**src/rtl/rcw_pkg.sv**
```systemverilog
package rcw_pkg;
   localparam int CMD_W    = 24;
   localparam int WORD_W   = 4;
   localparam int DATA_W   = 4;
   localparam int CS_W     = 3;
   localparam int FIELD_W  = 4;
   localparam int CS_LSB   = 20;
   localparam int HI_BIT   = 18;
   localparam int DHI_LSB  = 16;
   localparam int DLO_LSB  = 3;

   typedef enum logic [2:0] {
      ST_IDLE, ST_SCAN, ST_WAIT, ST_SEND, ST_DONE
   } seq_state_e;

   localparam logic [WORD_W-1:0] WD_FIRST_INIT = 4'd0;
   localparam logic [WORD_W-1:0] WD_LAST_INIT  = 4'd15;
   localparam logic [WORD_W-1:0] WD_RSV_PRE    = 4'd5;
   localparam logic [WORD_W-1:0] WD_RSV_POST   = 4'd8;
   localparam logic [WORD_W-1:0] WD_FREQ       = 4'd10;
   localparam logic [WORD_W-1:0] WD_TERM       = 4'd2;
   localparam logic [WORD_W-1:0] WD_MIRR       = 4'd8;
endpackage

```
**src/rtl/rcw_word_data.sv**
```systemverilog
module rcw_word_data
   import rcw_pkg::*;
#(
   parameter int NUM_CS = 8,
   parameter int CNT_W  = 4,
   parameter int SPD_W  = 4,
   localparam int DIMM_W = $clog2(NUM_CS),
   localparam int VEC_W  = NUM_CS * FIELD_W
) (
   input  logic [WORD_W-1:0] word_i,
   input  logic [DIMM_W-1:0] dimm_i,
   input  logic              freq_mode_i,
   input  logic [SPD_W-1:0]  speed_i,
   input  logic [SPD_W-1:0]  target_speed_i,
   input  logic [CNT_W-1:0]  max_dimms_i,
   input  logic [CNT_W-1:0]  dimm_count_i,
   input  logic [NUM_CS-1:0] dual_rank_i,
   input  logic [NUM_CS-1:0] quad_rank_i,
   input  logic [NUM_CS-1:0] mirror_i,
   input  logic [VEC_W-1:0]  cw3_cfg_i,
   input  logic [VEC_W-1:0]  cw4_cfg_i,
   input  logic [VEC_W-1:0]  cw5_cfg_i,
   output logic [DATA_W-1:0] data_o
);
   logic [DIMM_W+1:0] fbase;
   logic              eff_spd4;
   logic              max4;
   logic              mir;
   logic              multi_rank;
   logic              term_bit;
   logic              mirr_bit;
   logic [SPD_W-1:0]  eff_speed;
   logic [DATA_W-1:0] freq_data;

   assign fbase      = {dimm_i, 2'b00};
   assign eff_speed  = freq_mode_i ? target_speed_i : speed_i;
   assign eff_spd4   = (eff_speed == SPD_W'(4));
   assign max4       = (max_dimms_i == CNT_W'(4));
   assign mir        = mirror_i[dimm_i];
   assign multi_rank = dual_rank_i[dimm_i] | quad_rank_i[dimm_i];

   always_comb begin
      if (max4) begin
         if (eff_spd4)
            term_bit = ~mir & ((quad_rank_i[dimm_i] & (dimm_count_i == CNT_W'(1)))
                               | (dimm_count_i == CNT_W'(2)));
         else
            term_bit = mir;
      end else begin
         term_bit = (dimm_count_i > CNT_W'(1));
      end
   end

   assign mirr_bit = max4 & eff_spd4 & mir;

   always_comb begin
      case (target_speed_i)
         SPD_W'(5): freq_data = 4'h1;
         SPD_W'(6): freq_data = 4'h2;
         SPD_W'(7): freq_data = 4'h3;
         default:   freq_data = 4'h0;
      endcase
   end

   always_comb begin
      case (word_i)
         4'd0:    data_o = 4'h2;
         4'd1:    data_o = multi_rank ? 4'h0 : 4'hC;
         4'd2:    data_o = {1'b0, term_bit, 2'b00};
         4'd3:    data_o = cw3_cfg_i[fbase +: FIELD_W];
         4'd4:    data_o = cw4_cfg_i[fbase +: FIELD_W];
         4'd5:    data_o = cw5_cfg_i[fbase +: FIELD_W];
         4'd8:    data_o = {1'b0, mirr_bit, 2'b00};
         4'd9:    data_o = 4'hD;
         4'd10:   data_o = freq_mode_i ? freq_data : 4'h0;
         default: data_o = 4'h0;
      endcase
   end
endmodule

```
**src/rtl/rcw_cmd_pack.sv**
```systemverilog
module rcw_cmd_pack
   import rcw_pkg::*;
(
   input  logic [CS_W-1:0]   cs_i,
   input  logic [WORD_W-1:0] word_i,
   input  logic [DATA_W-1:0] data_i,
   output logic [CMD_W-1:0]  cmd_o
);
   always_comb begin
      cmd_o                         = '0;
      cmd_o[CS_LSB +: CS_W]         = cs_i;
      cmd_o[HI_BIT]                 = word_i[3];
      cmd_o[DHI_LSB +: 2]           = data_i[3:2];
      cmd_o[DLO_LSB +: 2]           = data_i[1:0];
      cmd_o[2:0]                    = word_i[2:0];
   end
endmodule

```
**src/rtl/rcw_gap_timer.sv**
```systemverilog
module rcw_gap_timer #(
   parameter int WAIT_W = 16
) (
   input  logic              clk,
   input  logic              rst_n,
   input  logic              load_i,
   input  logic [WAIT_W-1:0] load_val_i,
   output logic              expired_o
);
   logic [WAIT_W-1:0] cnt_q;

   always_ff @(posedge clk or negedge rst_n) begin
      if (!rst_n)
         cnt_q <= '0;
      else if (load_i)
         cnt_q <= load_val_i;
      else if (cnt_q != '0)
         cnt_q <= cnt_q - WAIT_W'(1);
   end

   assign expired_o = (cnt_q == '0);

   AST_GAP_COUNTS_DOWN: assert property (@(posedge clk) disable iff (!rst_n)
      (!load_i && cnt_q != '0) |=> (cnt_q == $past(cnt_q) - WAIT_W'(1)));
endmodule

```
**src/rtl/rcw_sequencer.sv**
```systemverilog
module rcw_sequencer
   import rcw_pkg::*;
#(
   parameter int NUM_CS = 8,
   parameter int WAIT_W = 16,
   parameter int CNT_W  = 4,
   parameter int SPD_W  = 4,
   localparam int NUM_PAIRS = NUM_CS / 2,
   localparam int PIDX_W    = (NUM_PAIRS > 1) ? $clog2(NUM_PAIRS) : 1,
   localparam int DIMM_W    = $clog2(NUM_CS),
   localparam int VEC_W     = NUM_CS * FIELD_W
) (
   input  logic              clk,
   input  logic              rst_n,
   input  logic              start_i,
   input  logic              freq_mode_i,
   input  logic [NUM_CS-1:0] cs_present_i,
   input  logic              alt_channel_i,
   input  logic [NUM_CS-1:0] dual_rank_i,
   input  logic [NUM_CS-1:0] quad_rank_i,
   input  logic [NUM_CS-1:0] mirror_i,
   input  logic [CNT_W-1:0]  dimm_count_i,
   input  logic [CNT_W-1:0]  max_dimms_i,
   input  logic [SPD_W-1:0]  speed_i,
   input  logic [SPD_W-1:0]  target_speed_i,
   input  logic [VEC_W-1:0]  cw3_cfg_i,
   input  logic [VEC_W-1:0]  cw4_cfg_i,
   input  logic [VEC_W-1:0]  cw5_cfg_i,
   input  logic [WAIT_W-1:0] gap_cycles_i,
   input  logic              send_ack_i,
   output logic [CMD_W-1:0]  cmd_o,
   output logic              send_o,
   output logic [NUM_CS-1:0] target_mask_o,
   output logic              busy_o,
   output logic              done_o
);
   // elaboration checks
   if (NUM_CS != 4 && NUM_CS != 8) begin : g_bad_num_cs
      initial $fatal(1, "NUM_CS must be 4 or 8");
   end
   if (WAIT_W < 1 || CNT_W < 3 || SPD_W < 3) begin : g_bad_width
      initial $fatal(1, "WAIT_W, CNT_W or SPD_W too narrow");
   end

   seq_state_e          state_q;
   logic                mode_q;
   logic [PIDX_W-1:0]   pair_q;
   logic [WORD_W-1:0]   word_q;
   logic [NUM_CS-1:0]   mask_q;
   logic [CMD_W-1:0]    cmd_q;
   logic [NUM_PAIRS-1:0] pair_pop;
   logic [NUM_CS-1:0]   pair_mask [NUM_PAIRS];
   logic [CS_W-1:0]     cs_idx;
   logic [DIMM_W-1:0]   dimm_idx;
   logic [DATA_W-1:0]   word_data;
   logic [CMD_W-1:0]    packed_cmd;
   logic                gap_done;
   logic                gap_load;
   logic                tgt_valid;
   logic                pair_last;
   logic                word_last;
   logic [WORD_W-1:0]   word_first;
   logic [WORD_W-1:0]   word_next;

   // per-pair presence and mask
   for (genvar p = 0; p < NUM_PAIRS; p++) begin : g_pair
      assign pair_pop[p]  = cs_present_i[2*p];
      assign pair_mask[p] = NUM_CS'(2'b11) << (2*p);
   end

   assign cs_idx    = CS_W'({pair_q, 1'b0});
   assign dimm_idx  = DIMM_W'({pair_q, 1'b0}) + DIMM_W'(alt_channel_i);
   assign pair_last = (pair_q == PIDX_W'(NUM_PAIRS - 1));
   assign tgt_valid = (target_speed_i == SPD_W'(5)) || (target_speed_i == SPD_W'(6))
                      || (target_speed_i == SPD_W'(7));

   // word ordering per mode
   always_comb begin
      if (mode_q) begin
         word_first = tgt_valid ? WD_FREQ : WD_TERM;
         word_last  = (word_q == WD_MIRR);
         word_next  = (word_q == WD_FREQ) ? WD_TERM : WD_MIRR;
      end else begin
         word_first = WD_FIRST_INIT;
         word_last  = (word_q == WD_LAST_INIT);
         word_next  = (word_q == WD_RSV_PRE) ? WD_RSV_POST : word_q + WORD_W'(1);
      end
   end

   rcw_word_data #(
      .NUM_CS (NUM_CS),
      .CNT_W  (CNT_W),
      .SPD_W  (SPD_W)
   ) u_data (
      .word_i         (word_q),
      .dimm_i         (dimm_idx),
      .freq_mode_i    (mode_q),
      .speed_i        (speed_i),
      .target_speed_i (target_speed_i),
      .max_dimms_i    (max_dimms_i),
      .dimm_count_i   (dimm_count_i),
      .dual_rank_i    (dual_rank_i),
      .quad_rank_i    (quad_rank_i),
      .mirror_i       (mirror_i),
      .cw3_cfg_i      (cw3_cfg_i),
      .cw4_cfg_i      (cw4_cfg_i),
      .cw5_cfg_i      (cw5_cfg_i),
      .data_o         (word_data)
   );

   rcw_cmd_pack u_pack (
      .cs_i   (cs_idx),
      .word_i (word_q),
      .data_i (word_data),
      .cmd_o  (packed_cmd)
   );

   assign gap_load = ((state_q == ST_SCAN) && pair_pop[pair_q])
                     || ((state_q == ST_SEND) && send_ack_i && !word_last);

   rcw_gap_timer #(.WAIT_W(WAIT_W)) u_gap (
      .clk        (clk),
      .rst_n      (rst_n),
      .load_i     (gap_load),
      .load_val_i (gap_cycles_i),
      .expired_o  (gap_done)
   );

   always_ff @(posedge clk or negedge rst_n) begin
      if (!rst_n) begin
         state_q <= ST_IDLE;
         mode_q  <= 1'b0;
         pair_q  <= '0;
         word_q  <= '0;
         mask_q  <= '0;
         cmd_q   <= '0;
      end else begin
         case (state_q)
            ST_IDLE: begin
               if (start_i) begin
                  mode_q  <= freq_mode_i;
                  pair_q  <= '0;
                  state_q <= ST_SCAN;
               end
            end
            ST_SCAN: begin
               if (pair_pop[pair_q]) begin
                  mask_q  <= pair_mask[pair_q];
                  word_q  <= word_first;
                  state_q <= ST_WAIT;
               end else if (pair_last) begin
                  state_q <= ST_DONE;
               end else begin
                  pair_q  <= pair_q + PIDX_W'(1);
               end
            end
            ST_WAIT: begin
               if (gap_done) begin
                  cmd_q   <= packed_cmd;
                  state_q <= ST_SEND;
               end
            end
            ST_SEND: begin
               if (send_ack_i) begin
                  if (!word_last) begin
                     word_q  <= word_next;
                     state_q <= ST_WAIT;
                  end else if (pair_last) begin
                     state_q <= ST_DONE;
                  end else begin
                     pair_q  <= pair_q + PIDX_W'(1);
                     state_q <= ST_SCAN;
                  end
               end
            end
            ST_DONE: state_q <= ST_IDLE;
            default: state_q <= ST_IDLE;
         endcase
      end
   end

   assign cmd_o         = cmd_q;
   assign send_o        = (state_q == ST_SEND);
   assign done_o        = (state_q == ST_DONE);
   assign busy_o        = (state_q != ST_IDLE);
   assign target_mask_o = mask_q;

   AST_SEND_HELD: assert property (@(posedge clk) disable iff (!rst_n)
      (send_o && !send_ack_i) |=> (send_o && $stable(cmd_o)));
   AST_SEND_DROPS: assert property (@(posedge clk) disable iff (!rst_n)
      (send_o && send_ack_i) |=> !send_o);
   AST_MASK_IS_PAIR: assert property (@(posedge clk) disable iff (!rst_n)
      send_o |-> ($countones(target_mask_o) == 2));
   AST_NO_RESERVED: assert property (@(posedge clk) disable iff (!rst_n)
      send_o |-> !(!cmd_o[HI_BIT] && cmd_o[2:1] == 2'b11));
   AST_DONE_PULSE: assert property (@(posedge clk) disable iff (!rst_n)
      done_o |=> (!done_o && !busy_o));
   AST_IDLE_QUIET: assert property (@(posedge clk) disable iff (!rst_n)
      !busy_o |-> (!send_o && !done_o));
   AST_CS_FIELD_EVEN: assert property (@(posedge clk) disable iff (!rst_n)
      send_o |-> !cmd_o[CS_LSB]);
endmodule

```
**config.mk**
```make
export PLATFORM = sky130hd
export DESIGN_NAME = rcw_sequencer
export DESIGN_NICKNAME = d
export VERILOG_FILES = /design/src/rtl/rcw_pkg.sv /design/src/rtl/rcw_word_data.sv /design/src/rtl/rcw_cmd_pack.sv /design/src/rtl/rcw_gap_timer.sv /design/src/rtl/rcw_sequencer.sv
export SDC_FILE = /design/constraint.sdc
export NUM_CORES = 1
export LEC_CHECK = 0
export BUFFER_PORTS_ARGS = -buffer_cell sky130_fd_sc_hd__buf_2
export CORE_MARGIN = 2
export CORE_UTILIZATION = 50
export CTS_CLUSTER_SIZE = 40
export DETAILED_ROUTE_END_ITERATION = 12
export PLACE_DENSITY = 0.95
export SLEW_MARGIN = 20
export SYNTH_ARGS = -nofsm -noshare
export SYNTH_HDL_FRONTEND = slang
export SYNTH_SLANG_ARGS = --single-unit
```
**constraint.sdc**
```tcl
create_clock -name clk -period 6.9 [get_ports clk]
set_input_delay 1.035 -clock clk [delete_from_list [all_inputs] [get_ports clk]]
set_output_delay 1.035 -clock clk [all_outputs]
set_load 0.01 [all_outputs]
```
# After elaboration in Yosys (flattened, before gate mapping)
# Cells that the tools add are included.
[word_totals]
regBits = 44
inputBits = 166
[classes]
addsub = 4
n_lt_le_gt_ge = 4
eq_ne = 29
shift = 3
mux = 44
bitwise = 8
reduce_logical = 21
[op_table]
columns = ["cell", "count"]
rows = [
  ["variable part select 32 x 6 -> 4 bit", 3],
  ["2-to-1 mux 4 bit", 10],
  ["case mux 4 bit (9 select lines)", 1],
  ["2-to-1 mux 16 bit", 2],
  ["== test 4 x 3 -> 1 bit (second input constant)", 7],
  ["2-to-1 mux 3 bit", 7],
  ["binary-select mux 8 bit (select 2 bit)", 1],
  ["== test 4 bit (second input constant)", 4],
  ["zero test 16 bit", 1],
  ["2-to-1 mux 8 bit", 2],
  ["nonzero test 16 bit", 1],
  ["subtractor 16 x 1 -> 16 bit (second input constant)", 1],
  ["== test 4 x 2 -> 1 bit (second input constant)", 3],
  ["2-to-1 mux 2 bit", 6],
  ["case mux 2 bit (3 select lines)", 2],
  ["case mux 3 bit (4 select lines)", 1],
  ["inequality test 2 bit (second input constant)", 5],
  ["binary-select mux 1 bit (select 3 bit)", 3],
  ["== test 4 x 1 -> 1 bit (second input constant)", 2],
  ["case mux 4 bit (2 select lines)", 1],
  ["AND reduction 4 bit", 2],
  ["2-to-1 mux 1 bit", 7],
  ["== test 3 x 2 -> 1 bit (second input constant)", 2],
  ["AND reduction 2 bit", 3],
  ["other kinds (25)", 36],
]

# Logic depth before layout (Yosys ltp)
# Gate-level depths: netlist (run 1).
[depth]
ltp_word = 9
depth_mapped = 10

# Hierarchy
# From an unflattened synthesis (run 1), not the netlist that was laid out.
[hier_totals]
hier_cells = 449
area_unflattened_um2 = 4413.0
[by_module_without_submodules]
columns = ["mod", "n_inst", "cells_each", "area_per_inst_um2", "seq_area_each_um2"]
rows = [
  ["rcw_sequencer", 1, 160, 1926.8, 950.9],
  ["rcw_word_data", 1, 160, 1296.2, 0.0],
  ["rcw_gap_timer", 1, 104, 1006.0, 400.4],
  ["rcw_cmd_pack", 1, 25, 183.9, 0.0],
]

# Worst setup path before layout (run 1)
# OpenSTA, ideal clock, no wires.
[synth_timing]
kind = "input-to-reg"
from = "in alt_channel_i"
to = "reg cmd_q[4], in the netlist cmd_o[4]"
setup_ns = 0.120
arrival_ns = 2.569
required_time_ns = 6.780
path_slack_ns = 4.211
stages = 6
n_path_buf = 1
path_cell_list = "buf_2 -> mux4_2 -> nand2_1 -> o21ai_0 -> mux4_2 -> a31o_1"
[synth_via]
elab_chain_cells = 3
word_cells_on_any_way = 5
cone_classes = "add/sub: 1; shift: 3; mux: 1"
[synth_rtl]
columns = ["item", "line_no", "rtl"]
rows = [
  ["start: declaration", "rcw_sequencer.sv:18", "input logic alt_channel_i,"],
  ["adder 3 x 1 -> 3 bit (*)", "rcw_sequencer.sv:72", "assign dimm_idx = DIMM_W'({pair_q, 1'b0}) + DIMM_W'(alt_channel_i);"],
  ["variable part select 32 x 6 -> 4 bit (on tied branches)", "rcw_word_data.sv:72, rcw_word_data.sv:70, rcw_word_data.sv:71", ""],
  ["case mux 4 bit (9 select lines) (*)", "rcw_word_data.sv:66", "case (word_i)"],
  ["end signal: assignment", "rcw_sequencer.sv:159", "cmd_q <= packed_cmd;"],
  ["end: declaration", "rcw_sequencer.sv:50", "logic [CMD_W-1:0] cmd_q;"],
]
# Mark *: on every way between the ends. The rest lies on a longest branch, timed or not.
# A chain may end at the register's enable or synchronous reset.

# Final worst setup path (run 1)
# Same ends and word-level chain as after synthesis.

==> impl_metrics.tcl, run 1 <==
set metrics [dict create \
    num_vias 3821 \
    drc 0 \
    die_area_um2 8120 \
    io_buffers 182 \
    cts_setup_buffers 0 \
    hold_violations 0 \
    status "completed" \
    antenna_found_initial 2 \
    critPathArrivalTime_ns 3.28 \
    nets 737 \
    dieWidth_um 90.1 \
    crit_fanout 37 \
    area_growth_syn_to_layout_pct 25.4 \
    seq_area_frac_synth_pct 27.0 \
    antenna_left 0 \
    cts_resized 0 \
    irDropWorstVdd_uv 81.6 \
    clock.fmax_mhz 323 \
    clk_pin_slew_ns 0.08 \
    cts_buffers 5 \
    cts_hold_buf 0 \
    p_leak_nw 2.09 \
    setup_ws_ns 3.81 \
    nFillCells 608 \
    dp_hpwl_mm 8.75 \
    yosys_warnings 0 \
    slew_headroom_pct 31.9 \
    fin_crit_ns 3.09 \
    cp.required_ns 7.08 \
    avgViaCountPerCell 5.72 \
    dr.pass1.iters 4 \
    min_path_type "reg -> reg" \
    syn_avg_cell_area_um2 9.00 \
    endpoint_kind "register" \
    drv_slew 0 \
    htree_levels 2 \
    rsz0062_at_grt "no" \
    cts_buffer_depth 2 \
    synthFlopType "dfrtp_1" \
    io_pins 201 \
    core_um2 7210 \
    drt-initial-drc-count 183 \
    grt_pass1_vias 3806 \
    dieHeight_um 90.1 \
    clkLatencyLatePin_ns 0.29 \
    worstMarginPinSlew_ns 1.02 \
    yosysUniqueCellTypes 74 \
    track_usage_pct 25.8 \
    wl_mm 10.9 \
    post-route-util_pct 64.4 \
    initial_utilization_pct 51.4 \
    grt_pass1_wl_mm 17.2 \
    root_buffer "clkbuf_8" \
    cts_num_sinks 40 \
    start_kind "primary input" \
    synthCells 412 \
    crit_type "in -> reg" \
    rows 31 \
    timing.max_cap.violations 0 \
    p_per_area_nw_per_um2 116 \
    grt_max_degree 46 \
    synthArstFlopShare_pct 100 \
    routabilityCongestion 0.863 \
    clock_skew_ns 0.00351 \
    synth_area_um2 3710 \
    dp_slack_ns 3.51 \
    setup_violations 0 \
    avgRoutedWirePerCell_um 16.3 \
    fin_tns_setup_ns 0 \
    overflow 0 \
    synth-edff-count 0 \
    layout-drive-gt1-share_pct 43.0 \
    cts_tree "built" \
    synth_seq_cells 40 \
    period_share_pct 44.8 \
]
-- through the flow --
step / cell area (um^2) / cells / total power, mW / hold slack [ns]
after global routing: 4650 / 668 / 0.560 / 0.526
final: 4650 / 668 / 0.537 / 0.480
after CTS: 4640 / 666 / 0.540 / 0.485
after detailed placement: 4520 / 658 / 0.329 / 0.466
after floorplan: 3760 / 425 / 0.281 / 0.473
after global placement: 4520 / 658 / 0.327 / 0.457
-- sequential cells by signal, summed over array words and instances (netlist names) --
register	count
target_mask_o	4
u_gap.cnt_q	16
cmd_o	10
state_q	3
word_q	4
mode_q	1
pair_q	2
-- per-layer routing --
layer  up-vias  part of all wire (%)  GRT usage, %  wire, um
met5         -                     0             0         0
met4         0                   4.3          13.5       465
met3        45                   5.4          4.86       592
met2       179                    55          48.9      5990
met1      1789                    35          26.9      3850
li1       1808                     -             -         -
-- worst max-delay path: stages --
cell and delay, ns:
buf_2 0.69, mux4_2 0.61, nand2_1 0.10, o21ai_0 0.10, mux4_2 0.51, a31o_1 0.23
-- cells in the final DEF, fill, tap and decap left out, types with 3 or more instances in the layout --
cell type	count
mux2i_1	22
dfrtp_1	40
nand2_1	56
nand3b_1	5
mux4_2	17
nor2_1	26
clkbuf_8	7
nand2b_1	3
conb_1	14
o21ai_0	21
a22o_1	3
nor4b_1	3
a22oi_1	4
nor3_1	10
o211ai_1	5
a31oi_1	4
xor2_1	3
a21oi_1	14
ha_1	5
nor2b_1	5
xnor2_1	7
inv_1	10
a211oi_1	9
buf_2	182
or4_4	4
o31ai_1	7
and3_1	3
o21ai_1	5
mux2_2	13
-- Yosys cell counts, types with 7 or more instances --
cell,n,area (um^2)
inv_1,10,37.5
buf_2,13,65.1
mux2_2,13,146
o31ai_1,7,52.6
mux2i_1,22,220
dfrtp_1,40,1000
a21oi_1,15,75.1
a211oi_1,9,67.6
xnor2_1,7,61.3
mux4_2,17,383
nand2_1,56,210
nor3_1,10,50.1
buf_4,23,173
clkbuf_1,12,45.0
o21ai_0,21,105
nor2_1,26,97.6
-- path summary, 6_finish.rpt --
| path | start | endpoint | slack (ns) | depth (start not counted) |
|---|---|---|---|---|
| setup reg to reg | word_q[2]$_DFFE_PN0P_ | cmd_o[17]$_DFFE_PN0P_ | 3.94 | 6 |
| hold / removal | cmd_o[2]$_DFFE_PN0P_ | cmd_o[2]$_DFFE_PN0P_ | 0.48 | 2 |
| setup / recovery | alt_channel_i | cmd_o[4]$_DFFE_PN0P_ | 3.81 | 6 |
| min in group asynchronous | rst_n | u_gap.cnt_q[9]$_DFFE_PN0P_ | 0.87 | 1 |
| max in group asynchronous | rst_n | cmd_o[16]$_DFFE_PN0P_ | 5.47 | 1 |
| hold reg to reg | cmd_o[2]$_DFFE_PN0P_ | cmd_o[2]$_DFFE_PN0P_ | 0.48 | 2 |
-- report_power, final --
| group | internal [mW] | switching [mW] | total, mW |
|---|---|---|---|
| clock network | 0.128 | 0.0844 | 0.212 |
| logic | 0.0537 | 0.0374 | 0.0911 |
| registers | 0.234 | 0 | 0.234 |
| total | 0.416 | 0.122 | 0.537 |
-- area by class of cell --
cell class	instances	area [um^2]	area share (%)
multi-input cells	325	2430	52.3
repair buffers	184	926	19.9
well taps	99	124	2.66
clock buffers	7	96.3	2.07
inverters	10	37.5	0.807
flip-flops and latches	40	1000	21.5
clock inverters	1	30.0	0.646
diodes	2	5.00	0.108
-- kinds of logic (layout without fill, tap and decap cells) --
group                      Yosys count  in the layout  share of synthesized area [%]
AOI/OAI and AO/OA                  100            100                           18.4
xor gates and xnor gates            10             10                           2.36
adders and majority gates            5              5                           1.69
buffers and inverters               60            202                           9.04
DFF                                 40             40                           27.0
muxes                               53             53                           20.5
other                                1             16                          0.101
and+or+nand+nor                    143            143                           20.9
Note: power is estimated with default switching activity, not from simulation.
==> run 2, diff against run 1 <==
- ABC_AREA: not set -> 1
- CORE_UTILIZATION: 50 -> 48
- PLACE_DENSITY: 0.95 -> 0.9
- clock period: 6.9 -> 3 ns (I/O delays scaled with it)
==> run 2 against run 1 <==
Via count rose by 24%. Sequential share of layout area is 1.6 points lower. Critical path depth rose by 7. Worst setup slack worse by 2.9 ns. Utilization shrank 3.6 points. Total power rose to 6.7 times the previous value. Largest power group is now combinational cells. Sequential power rose to 4.1 times the previous value. Largest cell class unchanged.
==> impl_metrics.tcl, run 2 <==
set metrics [dict create \
    status "completed" \
    dieHeight_um 96.5 \
    layout_commonest_cell "nand2_1" \
    p_sw_mw 1.85 \
    io_pins 201 \
    dieWidth_um 96.5 \
    rrSetupSlack_ns 0.88 \
    routabilityCongestion 0.935 \
    start_kind "register" \
    synthCells 681 \
    seq_area_frac_synth_pct 24.4 \
    largest_register "u_gap.cnt_q" \
    cts_num_sinks 40 \
    timing.max_cap.violations 0 \
    clock_skew_ns 0.00698 \
    largest_reg_flops 16 \
    overflow 0 \
    endpoint_kind "register" \
    setup_ws_ns 0.876 \
    layout-drive-gt1-share_pct 29.1 \
    cts_setup_buffers 0 \
    num_vias 4756 \
    irDropWorstVdd_uv 497 \
    htree_levels 2 \
    antenna_left 0 \
    n_antenna_cell 0 \
    hold_ws_ns 0.263 \
    synth.area.top_cells "dfrtp_1 24%, nand2_1 21%, nand3_1 9.5%, inv_1 7.4%, nor2_1 4.5%" \
    p_per_area_nw_per_um2 716 \
    syn_avg_cell_area_um2 6.03 \
    worstMarginPinSlew_ns 0.872 \
    clkLatencyLatePin_ns 0.30 \
    cp.required_ns 3.22 \
    io_buffers 182 \
    yosysUniqueCellTypes 39 \
    synth_top_area_share_pct 24.4 \
    dp_slack_ns 0.881 \
    min_path_type "in -> async" \
    track_usage_pct 26.1 \
    cts_buffers 5 \
    root_buffer "clkbuf_8" \
    rsz0062_at_grt "no" \
    dr.pass1.iters 4 \
    critPathArrivalTime_ns 2.34 \
    cts_hold_buf 0 \
    period_share_pct 70.8 \
    setup_violations 0 \
    clk_pin_slew_ns 0.07 \
    slew_headroom_pct 41.8 \
    avgRoutedWirePerCell_um 12.4 \
    synth_area_um2 4110 \
    clockPowerShare_pct 10.9 \
    avgViaCountPerCell 5.02 \
    synth_largest_area_cell "dfrtp_1" \
    cts_resized 0 \
    initial_utilization_pct 49.7 \
    dp_hpwl_mm 9.21 \
    fin_crit_ns 2.12 \
    crit_fanout 32 \
    synth_seq_cells 40 \
    synth-edff-count 0 \
    die_area_um2 9310 \
    antenna_found_initial 0 \
    synthArstFlopShare_pct 100 \
    drc 0 \
    synthFlopType "dfrtp_1" \
    netlist_top_cells_count "231 x nand2_1, 81 x inv_1, 78 x nand3_1, 49 x nor2_1, 40 x dfrtp_1" \
    area_growth_syn_to_layout_pct 22.4 \
    yosys_warnings 0 \
    drv_slew 0 \
    hold_violations 0 \
    combPwrFrac_pct 62.2 \
    fin_tns_setup_ns 0 \
    synthMostInstantiatedCell "nand2_1" \
    cts_buffer_depth 2 \
    grt_pass1_wl_mm 19.3 \
    layout_common_cells "231 x nand2_1, 182 x buf_2, 81 x inv_1" \
    clock.fmax_mhz 471 \
    grt_max_degree 41 \
    crit_type "reg -> reg" \
    rows 33 \
    p_leak_nw 2.86 \
    core_um2 8260 \
    power_switching_share_pct 51.5 \
    grt_pass1_vias 4318 \
    intPower_mw 1.75 \
    wl_mm 11.7 \
    p_seq_share_pct 26.9 \
    drt-initial-drc-count 265 \
    nets 1013 \
    cts_tree "built" \
    total_power_mw 3.60 \
]
[run 2: cell count changes after synthesis, moves of 8 or more]
cell	delta
mux2i_1	-22
nand3_1	+76
inv_2	+12
o21ai_1	+8
nand2_1	+175
a21oi_1	+19
a211oi_1	-9
mux2_2	-10
inv_1	+71
nor2_1	+23
mux4_2	-17
o21ai_0	-9
[run 2: per-stage QoR]
stage,util (%),cell area (um^2),std cells
after floorplan,-,4160,694
after global placement,59.7,4930,940
after detailed placement,59.7,4930,940
after CTS,60.9,5030,947
after global routing,60.9,5030,947
final,60.9,5030,947
[run 2: power by group through the flow]
stage | Combinational (mW) | Sequential [mW] | Clock [mW]
global placement | 2.17 | 0.967 | 0
detailed placement | 2.23 | 0.967 | 0
finish | 2.24 | 0.967 | 0.392
global route | 2.55 | 1.00 | 0.422
CTS | 2.24 | 0.963 | 0.400
floorplan | 1.78 | 0.922 | 0
[run 2: worst paths after layout]
kind                                        from                           to  depth (start not counted)
max                        word_q[0]$_DFFE_PN0P_  u_gap.cnt_q[15]$_DFFE_PN0P_                         13
min                                        rst_n   u_gap.cnt_q[9]$_DFFE_PN0P_                          1
max reg2reg                word_q[0]$_DFFE_PN0P_  u_gap.cnt_q[15]$_DFFE_PN0P_                         13
min reg2reg                cmd_o[21]$_DFFE_PN0P_        cmd_o[21]$_DFFE_PN0P_                          2
max in group asynchronous                  rst_n         cmd_o[2]$_DFFE_PN0P_                          1
min in group clk                 gap_cycles_i[9]   u_gap.cnt_q[9]$_DFFE_PN0P_                          3
[run 2: metal layers]
layer | share of wire [%] | global-route usage (%) | vias to the layer above
met5 | 0 | 0 | -
met4 | 2.1 | 7.63 | 0
met3 | 6.7 | 3.41 | 25
met2 | 47 | 44.3 | 181
met1 | 44 | 34.8 | 2124
li1 | - | - | 2426
[run 2: layout make-up]
type | instances | area [um^2]
inverter | 94 | 353
sequential | 40 | 1000
timing repair buffer | 186 | 941
multi-input combinational | 515 | 2510
fill | 829 | 3230
clock buffer | 7 | 96.3
tap | 105 | 131
[run 2: logic make-up (layout without fill, tap and decap cells)]
family / count (synthesis) / in the layout / share of synthesized area (%)
compound gates: 78 / 78 / 11.1
fa+ha+maj: 5 / 5 / 1.52
simple gates: 403 / 403 / 43.7
other cells: 1 / 14 / 0.0913
mux: 3 / 3 / 0.822
flops: 40 / 40 / 24.4
buf+inv: 139 / 287 / 15.8
xor+xnor: 12 / 12 / 2.56
[run 2: worst max-delay path, cell delays in order (launching register included)]
cell and delay, ns:
dfrtp_1 0.40, buf_4 0.31, nand2_2 0.10, inv_2 0.08, nand2_2 0.07, nor2_2 0.10, nand2_1 0.07, o21ai_2 0.09
nor2_2 0.07, nand2_2 0.08, nand2_4 0.21, nor2_4 0.21, inv_2 0.10, o21ai_1 0.15
